[src/rtl/srst_pkg.sv]
package srst_pkg;

  // Byte offsets decoded by the register port
  localparam int CTL_OFS = 'h010;
  localparam int ID_OFS  = 'h040;

  // Control register bit positions
  localparam int REQ_BIT  = 0;
  localparam int DONE_BIT = 29;
  localparam int IDLE_BIT = 31;

  // First revision that uses the done-flag handshake
  localparam logic [15:0] REV_NEW_MIN = 16'h420a;

  typedef enum logic [1:0] {
    SEQ_IDLE  = 2'd0,
    SEQ_RESET = 2'd1,
    SEQ_WAIT  = 2'd2
  } seq_state_e;

endpackage

[src/rtl/srst_regif.sv]
module srst_regif #(
  parameter int          ADDR_W   = 8,
  parameter logic [31:0] ID_VALUE = 32'h4f54420a
) (
  input  logic              wr_i,
  input  logic [ADDR_W-1:0] addr_i,
  input  logic [31:0]       wdata_i,
  input  logic              req_i,
  input  logic              done_i,
  input  logic              bus_idle_i,
  output logic              ctl_wr_o,
  output logic              wr_req_o,
  output logic              wr_done_o,
  output logic [31:0]       rdata_o
);
  import srst_pkg::*;

  localparam logic [ADDR_W-1:0] CTL_A = ADDR_W'(CTL_OFS);
  localparam logic [ADDR_W-1:0] ID_A  = ADDR_W'(ID_OFS);

  logic        hit_ctl;
  logic        hit_id;
  logic [31:0] ctl_view;
  logic        unused_wbits;

  assign hit_ctl   = (addr_i == CTL_A);
  assign hit_id    = (addr_i == ID_A);
  assign ctl_wr_o  = wr_i & hit_ctl;
  assign wr_req_o  = wdata_i[REQ_BIT];
  assign wr_done_o = wdata_i[DONE_BIT];

  // Undefined write bits are dropped here
  assign unused_wbits = ^{wdata_i[31:30], wdata_i[28:1]};

  always_comb begin
    ctl_view           = '0;
    ctl_view[REQ_BIT]  = req_i;
    ctl_view[DONE_BIT] = done_i;
    ctl_view[IDLE_BIT] = bus_idle_i;
  end

  always_comb begin
    if (hit_ctl)     rdata_o = ctl_view;
    else if (hit_id) rdata_o = ID_VALUE;
    else             rdata_o = '0;
  end

endmodule

[src/rtl/srst_seq.sv]
module srst_seq #(
  parameter int RESET_CYCLES = 16,
  parameter bit NEW_STYLE    = 1'b1
) (
  input  logic clk,
  input  logic rst_n,
  input  logic ctl_wr_i,
  input  logic wr_req_i,
  input  logic wr_done_i,
  input  logic bus_idle_i,
  output logic req_o,
  output logic done_o,
  output logic core_rst_o
);
  import srst_pkg::*;

  localparam int               CNT_W    = (RESET_CYCLES > 1) ? $clog2(RESET_CYCLES) : 1;
  localparam logic [CNT_W-1:0] CNT_LOAD = CNT_W'(RESET_CYCLES - 1);

  seq_state_e       state_q, state_d;
  logic [CNT_W-1:0] cnt_q, cnt_d;
  logic             req_q, req_d;
  logic             rst_q, rst_d;
  logic             start;
  logic             finish;
  logic             upd_en;

  assign start  = ctl_wr_i & wr_req_i & ~req_q & (state_q == SEQ_IDLE);
  assign finish = (state_q == SEQ_WAIT) & bus_idle_i;
  assign upd_en = ctl_wr_i | (state_q != SEQ_IDLE);

  // Next-state logic
  always_comb begin
    state_d = state_q;
    cnt_d   = cnt_q;
    req_d   = req_q;
    rst_d   = rst_q;
    case (state_q)
      SEQ_IDLE: begin
        if (start) begin
          state_d = SEQ_RESET;
          cnt_d   = CNT_LOAD;
          req_d   = 1'b1;
          rst_d   = 1'b1;
        end else if (NEW_STYLE && ctl_wr_i && !wr_req_i) begin
          req_d = 1'b0;
        end
      end
      SEQ_RESET: begin
        if (cnt_q == '0) begin
          state_d = SEQ_WAIT;
          rst_d   = 1'b0;
        end else begin
          cnt_d = cnt_q - 1'b1;
        end
      end
      SEQ_WAIT: begin
        if (finish) begin
          state_d = SEQ_IDLE;
          if (!NEW_STYLE) req_d = 1'b0;
        end
      end
      default: begin
        state_d = SEQ_IDLE;
        rst_d   = 1'b0;
      end
    endcase
  end

  // State registers
  always_ff @(posedge clk or negedge rst_n) begin
    if (!rst_n) begin
      state_q <= SEQ_IDLE;
      cnt_q   <= '0;
      req_q   <= 1'b0;
      rst_q   <= 1'b0;
    end else if (upd_en) begin
      state_q <= state_d;
      cnt_q   <= cnt_d;
      req_q   <= req_d;
      rst_q   <= rst_d;
    end
  end

  assign req_o      = req_q;
  assign core_rst_o = rst_q;

  generate
    if (NEW_STYLE) begin : g_done_flag
      logic done_q, done_d;
      logic done_en;

      assign done_en = finish | (ctl_wr_i & wr_done_i);

      always_comb begin
        done_d = done_q;
        if (finish)                     done_d = 1'b1;
        else if (ctl_wr_i && wr_done_i) done_d = 1'b0;
      end

      always_ff @(posedge clk or negedge rst_n) begin
        if (!rst_n)       done_q <= 1'b0;
        else if (done_en) done_q <= done_d;
      end

      assign done_o = done_q;
    end else begin : g_self_clear
      logic unused_done_wr;
      assign unused_done_wr = wr_done_i;
      assign done_o         = 1'b0;
    end
  endgenerate

endmodule

[src/rtl/core_softreset_seq.sv]
module core_softreset_seq #(
  parameter logic [31:0] ID_VALUE     = 32'h4f54420a,
  parameter int          RESET_CYCLES = 16,
  parameter int          ADDR_W       = 8
) (
  input  logic              clk,
  input  logic              rst_n,
  input  logic              reg_wr_i,
  input  logic [ADDR_W-1:0] reg_addr_i,
  input  logic [31:0]       reg_wdata_i,
  output logic [31:0]       reg_rdata_o,
  input  logic              bus_idle_i,
  output logic              core_rst_o
);
  import srst_pkg::*;

  localparam bit NEW_STYLE = (ID_VALUE[15:0] >= REV_NEW_MIN);

  logic ctl_wr;
  logic wr_req;
  logic wr_done;
  logic req_q;
  logic done_q;

  srst_regif #(
    .ADDR_W  (ADDR_W),
    .ID_VALUE(ID_VALUE)
  ) u_regif (
    .wr_i      (reg_wr_i),
    .addr_i    (reg_addr_i),
    .wdata_i   (reg_wdata_i),
    .req_i     (req_q),
    .done_i    (done_q),
    .bus_idle_i(bus_idle_i),
    .ctl_wr_o  (ctl_wr),
    .wr_req_o  (wr_req),
    .wr_done_o (wr_done),
    .rdata_o   (reg_rdata_o)
  );

  srst_seq #(
    .RESET_CYCLES(RESET_CYCLES),
    .NEW_STYLE   (NEW_STYLE)
  ) u_seq (
    .clk       (clk),
    .rst_n     (rst_n),
    .ctl_wr_i  (ctl_wr),
    .wr_req_i  (wr_req),
    .wr_done_i (wr_done),
    .bus_idle_i(bus_idle_i),
    .req_o     (req_q),
    .done_o    (done_q),
    .core_rst_o(core_rst_o)
  );

endmodule

[config.mk]
export PLATFORM = sky130hd
export DESIGN_NAME = core_softreset_seq
export DESIGN_NICKNAME = d
export VERILOG_FILES = /design/src/rtl/srst_pkg.sv /design/src/rtl/srst_regif.sv /design/src/rtl/srst_seq.sv /design/src/rtl/core_softreset_seq.sv
export SDC_FILE = /design/constraint.sdc
export NUM_CORES = 1
export LEC_CHECK = 0
export BUFFER_PORTS_ARGS = -buffer_cell sky130_fd_sc_hd__buf_4
export CORE_ASPECT_RATIO = 0.8
export CORE_MARGIN = 2
export CORE_UTILIZATION = 37
export CTS_CLUSTER_DIAMETER = 40
export DETAILED_ROUTE_END_ITERATION = 16
export PLACE_DENSITY = 0.91
export SLEW_MARGIN = 20
export SYNTH_ARGS = -nofsm -noshare
export SYNTH_HDL_FRONTEND = slang
export SYNTH_SLANG_ARGS = --single-unit
[constraint.sdc]
create_clock -name clk -period 8.2 [get_ports clk]
set_clock_uncertainty 0.2 [all_clocks]
set_input_delay 1.64 -clock clk [delete_from_list [all_inputs] [get_ports clk]]
set_output_delay 1.64 -clock clk [all_outputs]
set_load 0.01 [all_outputs]
Yosys cells after proc, flatten, opt, wreduce, memory -nomap -nowiden
Cells that the tools add are included.

Register bits: 9. Output and inout bits: 33.

Add/subtract/negate cells: 1. Equal/unequal tests: 8. Multiplexer cells: 16. Bitwise logic cells: 10. Reduce and logical (&&, ||, !) cells: 14.

Operators with widths (count): $mux 32 (1); $mux 31 (1); $reduce_and 4->1 (3); $eq 8x5->1 const B (1); $eq 8x7->1 const B (1); $mux 4 (2); $pmux 4 s2 (1); $reduce_bool 2->1 (4); $and 1x1->1 (6); $mux 1 (6); $mux 2 (3); $ne 2x1->1 const B (3); $pmux 2 s3 (1); $logic_not 4->1 (1); $sub 4x1->4 const B (1); $pmux 1 s3 (1); $reduce_and 3->1 (1); $eq 2x1->1 const B (1); $eq 2x2->1 const B (1); $logic_and 1x1->1 (2); $logic_not 2->1 (1); $ne 2x2->1 const B (1); $not 1->1 (2); $or 1x1->1 (2); other kinds (2) (2).

Logic depth before layout (Yosys ltp)
Word-level depth: 7. Mapped depth: 5. Depth with buffers taken out: 5.

By module
Synthesis repeated with hierarchy kept, for this count alone.

Cell total of the unflattened synthesis: 84. Area total of the unflattened synthesis: 733.2 µm².

By module, submodules not included: srst_seq (times used 1, cells each 41, area an instance 429.2 µm²); srst_regif (times used 1, cells each 43, area an instance 304.0 µm²).

Worst setup path after synthesis
Ideal clock, no wire load.

Path type: input -> output. Start point: input reg_addr_i[5]. End point: output reg_rdata_o[14]. Data arrival time: 3.653 ns. Data required time: 6.360 ns. Slack: 2.707 ns. Stages on the path: 3. Path buffers: 1. Cells stage by stage: or4_4 nor4_1 buf_4.

Longest elaborated chain between the ends: 3. Elaborated cells between the ends (all ways): 4. Classes of those cells: eq/ne: 2; mux: 2.

Ends and longest elaborated chain: from (decl) (RTL line core_softreset_seq.sv:9) `input logic [ADDR_W-1:0] reg_addr_i,`; $eq 8x7->1 (RTL line srst_regif.sv:27) `assign hit_id = (addr_i == ID_A);`; $mux 31 (RTL line srst_regif.sv:44) `else if (hit_id) rdata_o = ID_VALUE;`; $mux 32 * (RTL line srst_regif.sv:43) `if (hit_ctl) rdata_o = ctl_view;`; to (decl) (RTL line core_softreset_seq.sv:11) `output logic [31:0] reg_rdata_o,`.

Every way passes the cells marked *; elsewhere a longest branch is shown, timed or not.

Worst setup path in the final report
Start point: input reg_addr_i[5]. End point: output reg_rdata_o[0].

Longest elaborated chain between the ends: 2.

Ends and longest elaborated chain: $eq 8x5->1 (RTL line srst_regif.sv:26) `assign hit_ctl = (addr_i == CTL_A);`; $mux 32 (RTL line srst_regif.sv:43).

Every way passes these cells.

==> impl_metrics.sql <==
INSERT INTO impl_metrics (metric_group, metric, value, unit) VALUES
('run_status', 'run_status', 'finished, final reports clean', ''),
('pwr', 'total_power', '0.0986', 'mW'),
('timing', 'fin_max_slew_vios', '0', ''),
('global_routing', 'grt_first_pass_wirelength', '2.17', 'mm'),
('cts', 'cts.repair_timing.setup_buffer_count', '0', ''),
('critical_path', 'worst-r2r-setup-slack', '6360', 'ps'),
('pwr', 'power.internal', '0.0733', 'mW'),
('synth', 'post-synth-top-area-fraction', '0.311', ''),
('place', 'gp_congestion', '0.723', ''),
('cts', 'hold_buffers', '0', ''),
('synth', 'synth_enable_flop_cells', '0', ''),
('pwr', 'power.switching_fraction', '0.257', ''),
('synth', 'synth_area', '724', 'µm²'),
('synth', 'yosysUniqueCellTypes', '29', ''),
('floorplanning', 'initial_core_util', '0.390', ''),
('global_routing', 'globalRouteTotalUtil', '0.131', ''),
('synth', 'yosysWarningCount', '0', ''),
('global_routing', 'first_global_vias', '506', ''),
('synth', 'synth_simple_gate_area_share', '0.209', ''),
('cts', 'tritoncts.num_buffers', '3', ''),
('timing', 'final_min_period_over_clock_period', '0.595', ''),
('pwr', 'seqPwrFrac', '0.484', ''),
('timing', 'setup_viol_count_final', '0', ''),
('floorplanning', 'std_cell_rows', '14', ''),
('synth', 'synth.ff_latch_count', '9', ''),
('critical_path', 'worst-setup-path-type', 'primary input to output port', ''),
('synth', 'post_synth_mux_area_share', '0.0363', ''),
('synth', 'synth_compound_gate_area_share', '0.104', ''),
('flow_run', 'cap_viol_max_count', '0', ''),
('critical_path', 'start_kind', 'primary input', ''),
('timing', 'count_of_final_hold_check_violations', '0', ''),
('critical_path', 'required', '6360', 'ps'),
('timing', 'final.min_clock_period', '4880', 'ps'),
('floorplanning', 'die-height', '43.6', 'µm'),
('synth', 'yosysSeqAreaShare', '0.311', ''),
('timing', 'fmax', '205', 'MHz'),
('cts', 'ctsHtreeMaxLevel', '1', ''),
('synth', 'syn_inst', '76', ''),
('synth', 'yosysMostFrequentCell', 'sky130_fd_sc_hd__buf_4', ''),
('cts', 'insertion_delay', '260', 'ps'),
('cts', 'cts_buffer_depth', '2', ''),
('pwr', 'leakagePower', '0.444', 'nW'),
('pwr', 'power.switching', '0.0253', 'mW'),
('synth', 'synth-adder-area-share', '0.0173', ''),
('synth', 'combinational_family_with_the_most_area_after_synthesis', 'buffers and inverters', ''),
('synth', 'postSynth.topFlopCell', 'sky130_fd_sc_hd__dfrtp_1', ''),
('routing', 'drt.antenna.violating_nets', '0', ''),
('routing', 'post_drt_via_cell_ratio', '4.26', ''),
('global_routing', 'grt_overflow', '0', ''),
('global_routing', 'number_of_antenna_violations_at_the_first_check_in_global_routing', '0', ''),
('critical_path', 'timing.critical_path.arrival', '3040', 'ps'),
('timing', 'setup_tns', '0', 'ps'),
('place', 'place.detailed.hpwl', '1.03', 'mm'),
('floorplanning', 'top_level_ports', '77', ''),
('global_routing', 'grt_max_degree', '13', ''),
('min_path', 'min_path_type', 'register to register', ''),
('final_layout', 'diodes', '0', ''),
('final_layout', 'final_layout_size_suffix_gt1_frac', '0.439', ''),
('pwr', 'total_power_divided_by_cell_area', '115', 'nW/µm²'),
('synth', 'synth_xor_xnor_area_share', '0.0121', ''),
('timing', 'finalWorstSetupSlack', '3320', 'ps'),
('floorplanning', 'core-area', '1860', 'µm²'),
('synth', 'synth_top_cell_by_area', 'sky130_fd_sc_hd__dfrtp_1', ''),
('final_layout', 'final_net_count', '144', ''),
('routing', 'drt-initial-drc-count', '9', ''),
('timing', 'grt_setup_unrepaired', 'no', ''),
('synth', 'asyncSetResetFlopFracSynth', '1.00', ''),
('routing', 'post-route-drc-count', '0', ''),
('pwr', 'power.ir.vdd_worst', '70.8', 'µV'),
('critical_path', 'critPathCaptureType', 'output port', ''),
('place', 'placement.io_buffers', '29', '');
==> per-layer routing <==
metal	up-vias	routed length [µm]	GRT usage
li1	251	-	-
met1	251	498	0.145
met3	0	98	0.0759
met2	18	671	0.212
met4	0	0	0.0359
met5	-	0	0
==> metrics by stage <==
step           hold slack, ps  cell area, µm²  instances
2_1_floorplan             248             785         92
3_3_place_gp              271             830        118
3_5_place_dp              273             830        118
4_1_cts                   291             856        122
5_1_grt                   317             856        122
6_report                  287             856        122
==> flip-flops by register name (all words and copies together), names as in the netlist <==
name / cells
u_seq.state_q: 2
u_seq.core_rst_o: 1
u_seq.cnt_q: 4
u_seq.req_o: 1
u_seq.done_o: 1
==> worst max-delay path, cell delays in order <==
cell and delay, ps:
sky130_fd_sc_hd__buf_4 110, sky130_fd_sc_hd__or4_4 540, sky130_fd_sc_hd__nor4_4 410, sky130_fd_sc_hd__and2_2 220, sky130_fd_sc_hd__buf_4 110
==> placed cells by master, fill, tap and decap left out, types with 2 or more instances in the layout <==
| cell | instances |
|---|---|
| sky130_fd_sc_hd__o21ai_0 | 2 |
| sky130_fd_sc_hd__conb_1 | 17 |
| sky130_fd_sc_hd__nand3_1 | 2 |
| sky130_fd_sc_hd__and2_2 | 3 |
| sky130_fd_sc_hd__nor2_1 | 2 |
| sky130_fd_sc_hd__dfrtp_1 | 9 |
| sky130_fd_sc_hd__inv_1 | 3 |
| sky130_fd_sc_hd__clkbuf_4 | 3 |
| sky130_fd_sc_hd__buf_4 | 30 |
| sky130_fd_sc_hd__nand2b_1 | 4 |
| sky130_fd_sc_hd__o21a_1 | 2 |
| sky130_fd_sc_hd__nand2_1 | 2 |
==> power by group through the flow <==
stage / clock, mW / sequential (mW) / combinational, mW
floorplan: 0 / 0.0482 / 0.0158
detailed placement: 0 / 0.0484 / 0.0176
CTS: 0.0349 / 0.0476 / 0.0176
global placement: 0 / 0.0483 / 0.0168
global route: 0.0382 / 0.0479 / 0.0196
finish: 0.0334 / 0.0477 / 0.0175
==> final timing paths <==
kind                                  start               end  depth (start not counted)
min reg2reg                    u_seq.done_o      u_seq.done_o                          1
min in group asynchronous             rst_n      u_seq.done_o                          1
max reg2reg                u_seq.state_q[1]    u_seq.cnt_q[1]                          4
max                           reg_addr_i[5]    reg_rdata_o[0]                          5
min                            u_seq.done_o      u_seq.done_o                          1
max in group asynchronous             rst_n  u_seq.core_rst_o                          1
==> cells by family after synthesis <==
kind of cell               count (synthesis)
muxes                                      2
xor gates and xnor gates                   1
buffers and inverters                     31
adders and majority gates                  1
AOI/OAI and AO/OA                          9
DFF                                        9
and+or+nand+nor                           22
other                                      1
==> final cells by class <==
| type | count | area (µm²) |
|---|---|---|
| Clock buffer | 4 | 26.3 |
| Fill cell | 182 | 1000 |
| Inverter | 3 | 11.3 |
| Multi-Input combinational cell | 52 | 338 |
| Sequential cell | 9 | 225 |
| Tap cell | 24 | 30.0 |
| Timing Repair Buffer | 30 | 225 |
Note: power is estimated with default switching activity, not from simulation.
